`src/rtl/opnd_ea_pkg.sv`:
```
package opnd_ea_pkg;
   typedef enum logic [3:0] {
      AM_IMPLICIT = 4'd0,
      AM_IMMED    = 4'd1,
      AM_DIRECT   = 4'd2,
      AM_INDIRECT = 4'd3,
      AM_REG      = 4'd4,
      AM_REG_IND  = 4'd5,
      AM_PC_REL   = 4'd6,
      AM_BASE     = 4'd7,
      AM_INDEXED  = 4'd8
   } amode_e;

   typedef enum logic {
      ST_IDLE = 1'b0,
      ST_WAIT = 1'b1
   } ea_state_e;
endpackage

```
`src/rtl/opnd_ea_calc.sv`:
```
module opnd_ea_calc
   import opnd_ea_pkg::*;
#(
   parameter int AW = 16
) (
   input  logic [3:0]    mode,
   input  logic [AW-1:0] field_val,
   input  logic [AW-1:0] field_loc,
   input  logic [AW-1:0] pc_next,
   input  logic [AW-1:0] rf_data,
   output logic [AW-1:0] ea_c,
   output logic          is_reg_c
);
   logic [AW-1:0] disp_sum;
   logic [AW-1:0] rel_sum;

   // Shared displacement adder for base and indexed modes; wraps modulo 2^AW.
   assign disp_sum = rf_data + field_val;
   assign rel_sum  = pc_next + field_val;

   always_comb begin
      ea_c     = '0;
      is_reg_c = 1'b0;
      case (mode)
         AM_IMMED:              ea_c = field_loc;
         AM_DIRECT,
         AM_INDIRECT:           ea_c = field_val;   // indirect falls back to direct when disabled
         AM_REG_IND:            ea_c = rf_data;
         AM_PC_REL:             ea_c = rel_sum;
         AM_BASE, AM_INDEXED:   ea_c = disp_sum;
         default:               is_reg_c = 1'b1;    // implicit, register, unused codes
      endcase
   end
endmodule

```
`src/rtl/opnd_ea_seq.sv`:
```
module opnd_ea_seq
   import opnd_ea_pkg::*;
#(
   parameter int AW          = 16,
   parameter bit INDIRECT_EN = 1'b1
) (
   input  logic          clk,
   input  logic          rst_n,
   input  logic          start,
   input  logic [3:0]    mode,
   input  logic [AW-1:0] field_val,
   input  logic [AW-1:0] ea_c,
   input  logic          is_reg_c,
   input  logic [AW-1:0] mem_rdata,
   input  logic          mem_rvalid,
   output logic          mem_req,
   output logic [AW-1:0] mem_addr,
   output logic          busy,
   output logic          ea_valid,
   output logic [AW-1:0] ea,
   output logic          ea_is_reg
);
   ea_state_e state;
   logic      accept;
   logic      go_ind;

   assign accept = start && (state == ST_IDLE);
   assign busy   = (state == ST_WAIT);

   generate
      if (INDIRECT_EN) begin : g_ind
         assign go_ind = accept && (mode == AM_INDIRECT);
      end else begin : g_no_ind
         assign go_ind = 1'b0;
      end
   endgenerate

   always_ff @(posedge clk or negedge rst_n) begin
      if (!rst_n) begin
         state     <= ST_IDLE;
         mem_req   <= 1'b0;
         mem_addr  <= '0;
         ea_valid  <= 1'b0;
         ea        <= '0;
         ea_is_reg <= 1'b0;
      end else begin
         ea_valid <= 1'b0;
         if (state == ST_WAIT) begin
            if (mem_rvalid) begin
               state     <= ST_IDLE;
               mem_req   <= 1'b0;
               ea        <= mem_rdata;
               ea_is_reg <= 1'b0;
               ea_valid  <= 1'b1;
            end
         end else if (go_ind) begin
            state    <= ST_WAIT;
            mem_req  <= 1'b1;
            mem_addr <= field_val;
         end else if (accept) begin
            ea        <= ea_c;
            ea_is_reg <= is_reg_c;
            ea_valid  <= 1'b1;
         end
      end
   end

   // a non-indirect start yields a strobe one cycle later
   a_r2_valid_after_start: assert property (@(posedge clk) disable iff (!rst_n)
      (start && !busy && (mode != AM_INDIRECT)) |=> ea_valid);

   // request address held steady until the read returns
   a_r8_req_held: assert property (@(posedge clk) disable iff (!rst_n)
      (mem_req && !mem_rvalid) |=> (mem_req && $stable(mem_addr)));

   // indirect start opens a read and produces no immediate strobe
   a_r8_ind_enters: assert property (@(posedge clk) disable iff (!rst_n)
      (INDIRECT_EN && start && !busy && (mode == AM_INDIRECT)) |=> (mem_req && !ea_valid));

   // no strobe while the dereference is still pending
   a_r10_no_valid_busy: assert property (@(posedge clk) disable iff (!rst_n)
      ea_valid |-> !busy);

   // register-resident results carry a zero address
   a_r7_reg_zero: assert property (@(posedge clk) disable iff (!rst_n)
      (ea_valid && ea_is_reg) |-> (ea == '0));
endmodule

```
`src/rtl/opnd_ea_gen.sv`:
```
module opnd_ea_gen
   import opnd_ea_pkg::*;
#(
   parameter int AW          = 16,
   parameter int NREGS       = 8,
   parameter bit INDIRECT_EN = 1'b1
) (
   input  logic                     clk,
   input  logic                     rst_n,
   input  logic                     start,
   input  logic [3:0]               mode,
   input  logic [AW-1:0]            field_val,
   input  logic [AW-1:0]            field_loc,
   input  logic [AW-1:0]            pc_next,
   input  logic [$clog2(NREGS)-1:0] reg_idx,
   output logic [$clog2(NREGS)-1:0] rf_sel,
   input  logic [AW-1:0]            rf_data,
   output logic                     mem_req,
   output logic [AW-1:0]            mem_addr,
   input  logic [AW-1:0]            mem_rdata,
   input  logic                     mem_rvalid,
   output logic                     busy,
   output logic                     ea_valid,
   output logic [AW-1:0]            ea,
   output logic                     ea_is_reg
);
   localparam int RW = $clog2(NREGS);

   generate
      if (AW < 4) begin : g_bad_aw
         $error("opnd_ea_gen: AW must be at least 4");
      end
      if (NREGS < 2) begin : g_bad_nregs
         $error("opnd_ea_gen: NREGS must be at least 2");
      end
   endgenerate

   logic [AW-1:0] ea_c;
   logic          is_reg_c;

   assign rf_sel = reg_idx[RW-1:0];

   opnd_ea_calc #(.AW(AW)) u_calc (
      .mode      (mode),
      .field_val (field_val),
      .field_loc (field_loc),
      .pc_next   (pc_next),
      .rf_data   (rf_data),
      .ea_c      (ea_c),
      .is_reg_c  (is_reg_c)
   );

   opnd_ea_seq #(.AW(AW), .INDIRECT_EN(INDIRECT_EN)) u_seq (
      .clk        (clk),
      .rst_n      (rst_n),
      .start      (start),
      .mode       (mode),
      .field_val  (field_val),
      .ea_c       (ea_c),
      .is_reg_c   (is_reg_c),
      .mem_rdata  (mem_rdata),
      .mem_rvalid (mem_rvalid),
      .mem_req    (mem_req),
      .mem_addr   (mem_addr),
      .busy       (busy),
      .ea_valid   (ea_valid),
      .ea         (ea),
      .ea_is_reg  (ea_is_reg)
   );
endmodule

```
`config.mk`:
```
export PLATFORM = sky130hd
export DESIGN_NAME = opnd_ea_gen
export DESIGN_NICKNAME = d
export VERILOG_FILES = /design/src/rtl/opnd_ea_pkg.sv /design/src/rtl/opnd_ea_calc.sv /design/src/rtl/opnd_ea_seq.sv /design/src/rtl/opnd_ea_gen.sv
export SDC_FILE = /design/constraint.sdc
export NUM_CORES = 1
export LEC_CHECK = 0
export BUFFER_PORTS_ARGS = -buffer_cell sky130_fd_sc_hd__clkbuf_2
export CAP_MARGIN = 20
export CORE_MARGIN = 2
export CORE_UTILIZATION = 40
export CTS_CLUSTER_SIZE = 40
export DETAILED_ROUTE_END_ITERATION = 6
export PLACE_DENSITY = 0.8
export RECOVER_POWER = 25
export REMOVE_ABC_BUFFERS = 1
export SLEW_MARGIN = 15
export SYNTH_ARGS = -nofsm -noshare
export SYNTH_HDL_FRONTEND = slang
export SYNTH_SLANG_ARGS = --single-unit
```
`constraint.sdc`:
```
create_clock -name clk -period 2.1 [get_ports clk]
set_input_delay 0.42 -clock clk [delete_from_list [all_inputs] [get_ports clk]]
set_output_delay 0.42 -clock clk [all_outputs]
set_load 0.05 [all_outputs]
```
; After elaboration in Yosys (flattened, before gate mapping)
; Cells that the tools add are included.
[totals]
elab_cells = 47
ff_bits = 36
[classes]
eq_ne = 9
mux = 19
n_reduce_logical = 10
bitwise = 1
n_addsub = 2
[op_table]
columns = cell, n
row1 = $pmux W16 S5, 1
row2 = $mux W16, 4
row3 = $add A16 B16 Y16, 2
row4 = $mux W1, 14
row5 = $eq A4 B3 Y1 const B, 3
row6 = $eq A4 B2 Y1 const B, 2
row7 = $reduce_or A7 Y1, 1
row8 = $eq A4 B1 Y1 const B, 1
row9 = $eq A4 B4 Y1 const B, 1
row10 = $reduce_and A2 Y1, 2
row11 = $reduce_bool A2 Y1, 2
row12 = $reduce_or A2 Y1, 2
row13 = $reduce_and A3 Y1, 1
row14 = $logic_and A1 B1 Y1, 2
row15 = $ne A2 B1 Y1 const B, 1
row16 = $ne A2 B2 Y1 const B, 1
row17 = $not A1 Y1, 1

; Logic depth before layout (Yosys ltp)
; Gate-level depths: netlist (run 1).
[logic_depth]
word_depth = 6
depth_mapped = 15
depth_no_buf = 12

; By module
; From an unflattened synthesis (run 1), not the netlist that was laid out.
[hier_totals]
cells_unflattened = 274
hier_area_um2 = 2860.2
[modules_own_cells]
columns = module, n_inst, area_per_inst_um2, seq_area_each_um2, cells_each
row1 = opnd_ea_seq, 1, 1534.0, 900.9, 103
row2 = opnd_ea_calc, 1, 1303.8, 0.0, 168
row3 = opnd_ea_gen, 1, 22.5, 0.0, 3

; Worst setup path before layout (run 1)
; Ideal clock, no wire load.
[synth_timing]
kind = input -> register
start = in mode[0]
end = reg u_seq.ea[9]
slack_ps = -1239
required_time_ps = 2030
cell_stages = 13
n_path_buf = 3
arrival_ps = 3268
path_cell_list = clkbuf_2 nor4b_4 a41o_1 buf_2 buf_2 mux2_2 ha_1 nand3_1 o211ai_1 a22o_1 o22ai_1 a2111oi_0 nand3b_1
[synth_between]
elab_chain_len = 6
word_cells_on_any_way = 16
[synth_lines]
columns = item, line
row1 = start: declaration, opnd_ea_gen.sv:11  ; input logic [3:0] mode,
row2 = $eq A4 B3 Y1 (tied with other cells), opnd_ea_calc.sv:24  ; case (mode)
row3 = $reduce_or A2 Y1, --
row4 = $pmux W16 S5, opnd_ea_calc.sv:24
row5 = $mux W16, opnd_ea_seq.sv:60  ; end else if (accept) begin
row6 = $mux W16, opnd_ea_seq.sv:56  ; end else if (go_ind) begin
row7 = $mux W16, opnd_ea_seq.sv:48  ; if (state == ST_WAIT) begin
row8 = end signal: assignment, opnd_ea_seq.sv:52  ; ea <= mem_rdata;
row9 = end: declaration, opnd_ea_seq.sv:20  ; output logic [AW-1:0] ea,
; Several ways; a longest one is shown, not always the timed one. The select of a mux whose other input is x is not followed.
; A chain may end at the register's enable or synchronous reset.

; Worst setup path after layout (run 1)
[layout_timing]
start = in mode[2]
end = reg u_seq.ea[6]
; Same word-level chain as after synthesis.

==> results of run 1 <==
power by group:
group	switching, mW	leakage, nW	total [mW]	internal (mW)
clock network	0.276	0.0552	0.629	0.353
registers	0.0728	0.448	0.896	0.823
logic	1.08	1.87	1.77	0.688
total	1.43	2.38	3.29	1.86
path summary, 6_finish.rpt:
path | startpoint | end | cells after the start | slack [ns]
setup / recovery | mode[2] | u_seq.ea[6]$_DFFE_PN0P_ | 14 | -0.91
hold / removal | rst_n | u_seq.ea[9]$_DFFE_PN0P_ | 2 | 0.34
setup reg to reg | u_seq.busy$_DFF_PN0_ | u_seq.ea[11]$_DFFE_PN0P_ | 7 | 0.04
hold reg to reg | u_seq.ea[2]$_DFFE_PN0P_ | u_seq.ea[2]$_DFFE_PN0P_ | 2 | 0.49
max in group asynchronous | rst_n | u_seq.ea[6]$_DFFE_PN0P_ | 2 | 1.16
min in group clk | field_val[14] | u_seq.mem_addr[14]$_DFFE_PN0P_ | 2 | 0.42
metrics by stage:
| stage | cells | total power, mW | util [%] |
|---|---|---|---|
| finish | 625 | 3.29 | 68.1 |
| global route | 625 | 3.44 | 68.1 |
| CTS | 619 | 3.12 | 63.8 |
| detailed placement | 602 | 2.39 | 58.1 |
| global placement | 602 | 2.36 | 58.1 |
| floorplan | 306 | 1.83 | - |
synth_stat cells (all sizes together), types with 3 or more instances:
master  number
a21boi       3
o211ai       4
buf          9
and3         5
a221o        3
nand2       15
a31o         4
xnor2        4
o31ai        3
clkbuf      12
nand3        8
a21oi       24
o22ai        3
nand2b      10
nor2b        8
xor2         5
a31oi        5
a311oi       3
nor2        18
dfrtp       36
o21bai       3
nor3b        3
inv          6
nand3b       4
a211oi       4
o221ai       4
o21ai       15
mux2        32
ha          18
a211o        3
a21o         8
mux2i        9
a22oi       13
final cells by class:
class | instances | area, um^2 | area share, %
clock buffers | 6 | 72.6 | 1.46
clock inverters | 2 | 35.0 | 0.705
inverters | 6 | 22.5 | 0.453
multi-input cells | 264 | 2470 | 49.7
flip-flops and latches | 36 | 901 | 18.1
well taps | 99 | 124 | 2.49
repair buffers | 212 | 1340 | 27.0
per-layer routing:
| metal | up-vias | part of all wire [%] |
|---|---|---|
| met2 | 213 | 48 |
| met3 | 42 | 7.8 |
| li1 | 1641 | - |
| met4 | 0 | 3.5 |
| met1 | 1717 | 40 |
| met5 | - | 0 |
logic make-up (layout without fill, tap and decap cells):
group / Yosys count / count (layout) / share of synthesized area (%)
mux: 41 / 41 / 14.8
fa+ha+maj: 19 / 19 / 8.07
buf+inv: 27 / 226 / 3.99
xor+xnor: 9 / 9 / 2.59
compound gates: 112 / 112 / 25.6
simple gates: 83 / 83 / 15.3
flops: 36 / 36 / 29.6
critical path: cells and delay by family:
kind            cells  cell delay [ns]
compound gates      4             0.80
mux                 1             0.17
simple gates        3             0.71
fa+ha+maj           2             0.52
buf+inv             3             0.31
xor+xnor            1             0.26
repair_timing:
item	CTS	global route
setup buffers	9	7
gates cloned	1	0
setup endpoints to repair	16	16
endpoints found under the hold margin	0	0
gates resized for setup	45	49
pin swaps	31	31
==> flow_summary_export.csv, run 1 <==
group,metric,value,unit
clock_tree,clock_sinks,36,
global_route,grt_pass1_wl,18000,um
synth,yosysTopAreaCellShare,29.6,%
setup_path,worstPathCellList,"buf_8, nor4b_4, a41o_1, buf_6, mux2_4, ha_4, inv_2, fa_2, nand3b_1, nand2_2, a31oi_2, xnor2_1, a21oi_1, o41ai_2",
timing,timing.fmax,0.332,GHz
setup_path,worstPathArrival,3.20,ns
floorplanning,ios,130,
synth,synthDistinctLibCells,58,
floorplanning,start_util,41.7,%
timing,finalClockSkew,0.0151,ns
place,dpl_worst_slack,-1.35,ns
finish,final_common_cell,"clkbuf_2",
timing,timing.final.crit_share,144,%
timing,fin_ws,-0.914,ns
floorplanning,rows,31,
routing,drc_errors,0,
timing,maxSlewViolCount,0,
synth,synthFlopType,"dfrtp_1",
clock_tree,clock_path_buffers,2,
global_route,gr-usage-met3,5.98,%
timing,hold_ws,0.338,ns
global_route,overflow,0,
synth,synth_edf_count,0,
place,place.gp.congestion,0.945,
global_route,met1_usage,36.0,%
timing,relSlewSlack,35.9,%
finish,top_regs,"u_seq.ea (16), u_seq.mem_addr (16)",
place,dp_hpwl,8610,um
routing,vias,3613,
timing,fin_tns_setup,-9.49,ns
setup_path,crit_fanout,4,
finish,fin_area,4970,um^2
clock_tree,cts_hold_buf,0,
power_and_ir_drop,p_per_area,663,nW/um^2
global_route,grt_busiest_layer,"met2",
setup_path,cp_slowest_cell,"fa_2",
routing,drt_first_iter_violations,309,
place,numPortBuffers,123,
finish,syn_to_final_growth,63.4,%
clock_tree,clock_latency,0.30,ns
run,drv_cap,0,
finish,insertedDiodeCount,0,
clock_tree,cts_root_buf,"clkbuf_8",
floorplanning,die_x,91.2,um
timing,tightest_slew,0.962,ns
routing,drtAntennaViolNets,0,
timing,hold_viol,0,
floorplanning,coreArea,7290,um^2
power_and_ir_drop,static-leakage-power,2.38,nW
clock_tree,clk_pin_slew,0.09,ns
setup_path,end_kind,"register",
routing,wire_per_inst,19.6,um
global_route,grt_pass1_vias,3522,
clock_tree,cts-htree-levels,2,
place,place_area,4240,um^2
clock_tree,cts_tree,"built",
status,violations,"negative setup slack",
synth,synth_seq_area_share,29.6,%
setup_path,cpPeakStageDelay,0.37,ns
setup_path,critPathKind,"primary input to register",
timing,rsz0062_at_grt,"true",
finish,final_nets,635,
routing,wl,12200,um
timing,setup_viol,15,
synth,ys_ff_latch,36,
setup_path,critPathLaunchType,"primary input",
global_route,antenna_found_initial,0,
floorplanning,fp.dieArea,8310,um^2
power_and_ir_drop,ir_drop,0.000436,V
global_route,grt_usage,27.5,%
routing,drt_pass1_iterations,5,
finish,drive_gt1_share,59.9,%
status,run_status,"finished, violations left",
routing,via_per_inst,5.78,
global_route,grt_max_degree,37,
synth,synth_area,3040,um^2
synth,syn_avg_cell_area,9.30,um^2
synth,yosys_warnings,0,
synth,async_flop_share,100,%
min_path,hp-class,"primary input to asynchronous set/reset pin",
synth,yosysTopAreaCell,"dfrtp_1",
floorplanning,die_h,91.2,um
timing,fin_crit,3.01,ns
finish,fill_cells,569,
setup_path,critPathRequiredTime,2.29,ns
global_route,grt_util_met2,44.4,%
synth,syn_inst,327,
finish,final_cell_mix,"clkbuf_2, buf_4, dfrtp_1, mux2_2, nor2_1",
clock_tree,numCtsBuffers,5,
synth,synth_area_leaders,"dfrtp_1, mux2_2, ha_1",
Note: power is estimated with default switching activity, not from simulation.
==> run 2: changes to the inputs <==
- ABC_AREA: not set -> 1
- PLACE_DENSITY: 0.8 -> not set
- PLACE_DENSITY_LB_ADDON: not set -> 0.3
==> run 2 against run 1 <==
Effect of this change:
- the run still ends with negative setup slack left
- routed wire length shrank 5.0%
- register-to-register slack better by 0.36 ns
- synthesized cell count grew 47%
- hold slack got worse by 0.045 ns
- highest routed layer unchanged
- cell count increased by 20%
- sequential power rose by 0.9%
- die area is 1.2% higher
- via count rose by 7.2%
- critical endpoint unchanged
- critical path type unchanged
- largest power group unchanged
- first-iteration DRC count down 32%
==> flow_summary_export.csv, run 2 <==
group,metric,value,unit
place,dp_hpwl,8300,um
timing,fin_crit,2.35,ns
finish,syn_to_final_growth,57.7,%
synth,yosysTopAreaCellShare,29.3,%
floorplanning,die_h,91.7,um
min_path,hp-class,"primary input to asynchronous set/reset pin",
global_route,grt_max_degree,35,
place,place.gp.congestion,0.868,
setup_path,worstPathArrival,2.53,ns
place,dpl_worst_slack,-0.692,ns
setup_path,reg2reg_slack,0.40,ns
setup_path,critPathLaunch,"mode[2]",
timing,maxSlewViolCount,0,
power_and_ir_drop,ir_drop,0.000273,V
clock_tree,cts_root_buf,"clkbuf_8",
setup_path,end_kind,"register",
floorplanning,coreArea,7370,um^2
synth,async_flop_share,100,%
synth,syn_inst,481,
status,violations,"negative setup slack",
synth,synth_area_leaders,"dfrtp_1, nand2_1, a21oi_1",
synth,yosysTopAreaCell,"dfrtp_1",
routing,drc_errors,0,
synth,synthFlopType,"dfrtp_1",
timing,finalClockSkew,0.00983,ns
routing,drt_pass1_iterations,5,
setup_path,cp_top_family,"simple AND/OR/NAND/NOR gates",
timing,fin_ws,-0.254,ns
setup_path,cpPeakStageDelay,0.31,ns
global_route,overflow,0,
finish,final_cell_mix,"clkbuf_2, nand2_1, inv_1, buf_4, a21oi_1",
power_and_ir_drop,power,3.21,mW
place,numPortBuffers,123,
timing,rsz0062_at_grt,"true",
setup_path,worstReg2RegStart,"u_seq.busy$_DFF_PN0_",
finish,drive_gt1_share,47.6,%
routing,vias,3874,
clock_tree,cts_hold_buf,0,
timing,tightest_slew,1.07,ns
setup_path,critPathKind,"primary input to register",
setup_path,crit_fanout,6,
routing,via_per_inst,5.15,
timing,timing.final.crit_share,112,%
routing,drtAntennaViolNets,0,
clock_tree,clock_latency,0.29,ns
floorplanning,start_util,41.8,%
synth,yosysMostFrequentCell,"nand2_1",
synth,ys_ff_latch,36,
power_and_ir_drop,p_per_area,661,nW/um^2
finish,insertedDiodeCount,0,
timing,hold_viol,0,
finish,final_common_cell,"clkbuf_2",
power_and_ir_drop,static-leakage-power,2.63,nW
global_route,antenna_found_initial,0,
synth,synthDistinctLibCells,34,
synth,yosys_warnings,0,
global_route,grt_pass1_wl,17700,um
synth,syn_avg_cell_area,6.40,um^2
setup_path,critPathRequiredTime,2.27,ns
routing,drt_first_iter_violations,210,
clock_tree,cts-htree-levels,2,
status,run_status,"finished, violations left",
setup_path,critPathLaunchType,"primary input",
setup_path,critical_path_buf_inv_count,3,
setup_path,cp_slowest_cell,"mux2_4",
clock_tree,cts_tree,"built",
run,drv_cap,0,
clock_tree,clk_pin_slew,0.08,ns
finish,top_regs,"u_seq.ea (16), u_seq.mem_addr (16)",
setup_path,worstPathCellList,"buf_8, nor2_4, nand2_4, nand2_8, buf_6, mux2_4, ha_4, nand2_4, inv_4, a21oi_2, nand2_2, or2_4, nand3_2, nand2_2, nand2_2, a21oi_2",
timing,timing.fmax,0.425,GHz
finish,final_nets,763,
setup_path,cpMostUsedCell,"nand2_2",
synth,synth_commonest_cells,"nand2_1, inv_1, a21oi_1, nor2_1, dfrtp_1",
global_route,grt_pass1_vias,3682,
synth,synth_seq_area_share,29.3,%
finish,fin_area,4850,um^2
routing,wl,11600,um
finish,fill_cells,699,
global_route,grt_usage,26.2,%
timing,setup_viol,15,
floorplanning,ios,130,
floorplanning,die_x,91.7,um
timing,relSlewSlack,29.0,%
floorplanning,rows,31,
finish,final_util,65.9,%
timing,fin_tns_setup,-2.58,ns
place,place_area,4010,um^2
synth,synth_edf_count,0,
clock_tree,numCtsBuffers,5,
routing,wire_per_inst,15.5,um
synth,synth_area,3080,um^2
clock_tree,clock_path_buffers,2,
clock_tree,clock_sinks,36,
floorplanning,fp.dieArea,8410,um^2
## run 2: cell types whose count changed after synthesis, moves of 10 or more
| cell | previous run | this run |
|---|---|---|
| mux2_2 | 32 | 4 |
| a21oi_1 | 24 | 60 |
| nor2_1 | 18 | 45 |
| nand3_1 | 8 | 26 |
| inv_1 | 4 | 65 |
| o21ai_0 | 14 | 27 |
| a22oi_1 | 13 | 0 |
| nand2_1 | 15 | 137 |
| nand2b_1 | 10 | 0 |
## run 2: final cells by class
type	instances	area (um^2)	share of cell area [%]
timing repair buffer	181	1130	23.4
tap	99	124	2.55
multi-input combinational	359	2330	48.0
sequential	36	901	18.6
inverter	70	272	5.59
clock buffer	7	96.3	1.99
## run 2: per-stage QoR
step,std cells,hold WS [ns]
floorplan,464,0.124
global placement,724,0.379
detailed placement,724,0.387
CTS,744,0.0707
global route,752,0.337
finish,752,0.292
## run 2: worst paths after layout
kind,to,depth (start not counted)
max,u_seq.ea[6]$_DFFE_PN0P_,16
min,u_seq.mem_addr[1]$_DFFE_PN0P_,1
max reg2reg,u_seq.ea[15]$_DFFE_PN0P_,6
min reg2reg,u_seq.mem_addr[7]$_DFFE_PN0P_,2
max in group asynchronous,u_seq.ea[8]$_DFFE_PN0P_,2
min in group clk,u_seq.busy$_DFF_PN0_,2
## run 2: layer usage
metal,part of all wire [%],global-route usage [%]
met5,0,0
met4,1.8,4.98
met3,5.9,4.11
met2,49,45.2
met1,43,34.8
## run 2: cell families (layout without fill, tap and decap cells)
kind of cell               after synthesis  after routing  synth area share, %
and+or+nand+nor                        226            227                 30.3
adders and majority gates               19             19                 7.97
muxes                                    4              4                 1.46
buffers and inverters                   87            258                 11.7
DFF                                     36             36                 29.3
AOI/OAI and AO/OA                      107            107                 18.7
xor gates and xnor gates                 2              2                0.569
## run 2: what timing repair did
action	CTS	global route
buffers inserted	11	9
resized for setup	83	76
pin swaps	35	51
endpoints found under the setup margin	15	15
gates cloned	2	0
## run 2: power by group
group / total [mW] / switching, mW / internal (mW) / leakage [nW]
sequential: 0.904 / 0.0764 / 0.827 / 0.444
combinational: 1.74 / 1.15 / 0.587 / 2.13
clock: 0.564 / 0.271 / 0.293 / 0.0503
total: 3.21 / 1.50 / 1.71 / 2.63
==> run 3: changes to the inputs <==
- TNS_END_PERCENT: not set -> 5
==> run 3 against run 2 <==
Effect of this change:
- the run still ends with negative setup slack left
- non-clock buffer count shrank 4
- critical path depth did not move
- utilization increased by 1.2 points
- via count barely moved
- routed wire length is 0.89% higher
- sequential share of layout area down 0.33 points
- sequential cell count did not move
- clock power about the same
- cell count down 0.53%
- first-iteration DRC count decreased by 0.95%
- critical endpoint is now u_seq.ea[14]$_DFFE_PN0P_
- highest routed layer unchanged
==> flow_summary_export.csv, run 3 (same netlist as run 2, synthesis figures left out) <==
group,metric,value,unit
setup_path,crit_fanout,6,
setup_path,critPathLaunchType,"primary input",
timing,timing.final.crit_share,111,%
clock_tree,cts-htree-levels,2,
setup_path,end_kind,"register",
routing,drc_errors,0,
finish,final_nets,759,
timing,setup_viol,15,
routing,drt_pass1_iterations,5,
power_and_ir_drop,power,3.26,mW
timing,maxSlewViolCount,0,
finish,insertedDiodeCount,0,
power_and_ir_drop,static-leakage-power,2.62,nW
global_route,overflow,0,
clock_tree,cts_tree,"built",
routing,via_per_inst,5.18,
run,drv_cap,0,
finish,final_cell_mix,"clkbuf_2, nand2_1, inv_1, buf_4, a21oi_1",
timing,fin_ws,-0.232,ns
status,violations,"negative setup slack",
status,run_status,"finished, violations left",
floorplanning,die_h,91.7,um
power_and_ir_drop,ir_drop,0.000268,V
clock_tree,numCtsBuffers,5,
finish,drive_gt1_share,49.0,%
setup_path,cpPeakStageDelay,0.33,ns
finish,syn_to_final_growth,60.6,%
timing,timing.fmax,0.429,GHz
routing,wl,11700,um
floorplanning,rows,31,
timing,relSlewSlack,28.1,%
place,place.gp.congestion,0.868,
finish,fill_cells,658,
place,dp_hpwl,8300,um
timing,fin_crit,2.33,ns
floorplanning,start_util,41.8,%
clock_tree,clk_pin_slew,0.08,ns
timing,tightest_slew,1.08,ns
routing,vias,3872,
power_and_ir_drop,p_per_area,659,nW/um^2
clock_tree,clock_sinks,36,
global_route,grt_pass1_vias,3692,
finish,top_regs,"u_seq.ea (16), u_seq.mem_addr (16)",
timing,hold_viol,0,
timing,finalClockSkew,0.00905,ns
clock_tree,clock_path_buffers,2,
clock_tree,cts_root_buf,"clkbuf_8",
global_route,grt_max_degree,35,
floorplanning,ios,130,
global_route,antenna_found_initial,0,
setup_path,reg2reg_slack,0.37,ns
floorplanning,coreArea,7370,um^2
routing,drt_first_iter_violations,208,
setup_path,critPathKind,"primary input to register",
floorplanning,die_x,91.7,um
min_path,hp-class,"primary input to asynchronous set/reset pin",
setup_path,critPathRequiredTime,2.32,ns
setup_path,worstPathCellList,"buf_8, nor2_4, nand2_8, nand2_8, mux2_4, ha_4, nand2_4, inv_4, nand4_1, nand2_4, nand2_2, nand3b_1, nand3_2, nand2_2, nand2_2, a21oi_2",
timing,fin_tns_setup,-2.29,ns
setup_path,cpMostUsedCell,"nand2_2",
finish,final_common_cell,"clkbuf_2",
routing,wire_per_inst,15.7,um
global_route,grt_usage,26.1,%
timing,rsz0062_at_grt,"true",
clock_tree,clock_latency,0.30,ns
setup_path,cp_slowest_cell,"mux2_4",
floorplanning,fp.dieArea,8410,um^2
place,numPortBuffers,123,
setup_path,worstPathArrival,2.55,ns
global_route,grt_pass1_wl,17700,um
routing,drtAntennaViolNets,0,
==> run 3: timing repair <==
action | in CTS | in global routing
buffers inserted | 9 | 7
cloned | 2 | 0
setup endpoints to repair | 15 | 15
gates resized for setup | 61 | 125
hold buffers | 0 | 0
pin swaps | 22 | 65
==> run 3: per-stage QoR <==
stage / instance area [um^2] / hold WS [ns] / utilization [%] / worst slack (ns) / std cells
global route: 4940 / 0.336 / 67.1 / -0.330 / 748
finish: 4940 / 0.293 / 67.1 / -0.232 / 748
global placement: 4010 / 0.379 / 54.3 / -0.667 / 724
CTS: 4430 / 0.0707 / 60.2 / -0.219 / 742
floorplan: 2980 / 0.124 / - / -0.407 / 464
detailed placement: 4010 / 0.387 / 54.3 / -0.692 / 724
==> run 3: path summary, 6_finish.rpt <==
check	cells past startpoint	to	from
setup / recovery	16	u_seq.ea[14]$_DFFE_PN0P_	mode[3]
hold reg to reg	2	u_seq.mem_addr[2]$_DFFE_PN0P_	u_seq.mem_addr[2]$_DFFE_PN0P_
max in group asynchronous	2	u_seq.mem_addr[8]$_DFFE_PN0P_	rst_n
min in group clk	2	u_seq.busy$_DFF_PN0_	mem_rvalid
setup reg to reg	6	u_seq.ea[15]$_DFFE_PN0P_	u_seq.busy$_DFF_PN0_
hold / removal	1	u_seq.mem_addr[2]$_DFFE_PN0P_	rst_n
==> run 3: per-layer routing <==
metal  routed length [um]  vias up  global-route usage, %  part of all wire, %
li1                     -     1887                      -                    -
met1                 4930     1796                   34.6                   42
met2                 5760      166                   44.5                   49
met3                  823       23                   4.35                  7.0
met4                  214        0                   6.22                  1.8
met5                    0        -                      0                    0
==> run 3: cell type report <==
class | instances | area (um^2) | area share, %
flip-flops and latches | 36 | 901 | 18.2
multi-input cells | 359 | 2450 | 49.6
well taps | 99 | 124 | 2.51
clock buffers | 7 | 96.3 | 1.95
repair buffers | 177 | 1100 | 22.2
inverters | 70 | 274 | 5.54
==> run 3: power by group <==
group / total, mW / switching, mW / internal [mW]
clock network: 0.566 / 0.273 / 0.293
logic: 1.79 / 1.18 / 0.606
registers: 0.904 / 0.0765 / 0.827
==> run 3: worst max-delay path, delay by kind of cell <==
family	cells	cell delay [ns]
AOI/OAI and AO/OA	1	0.14
muxes	1	0.33
adders and majority gates	1	0.31
buffers and inverters	2	0.18
and+or+nand+nor	11	1.17
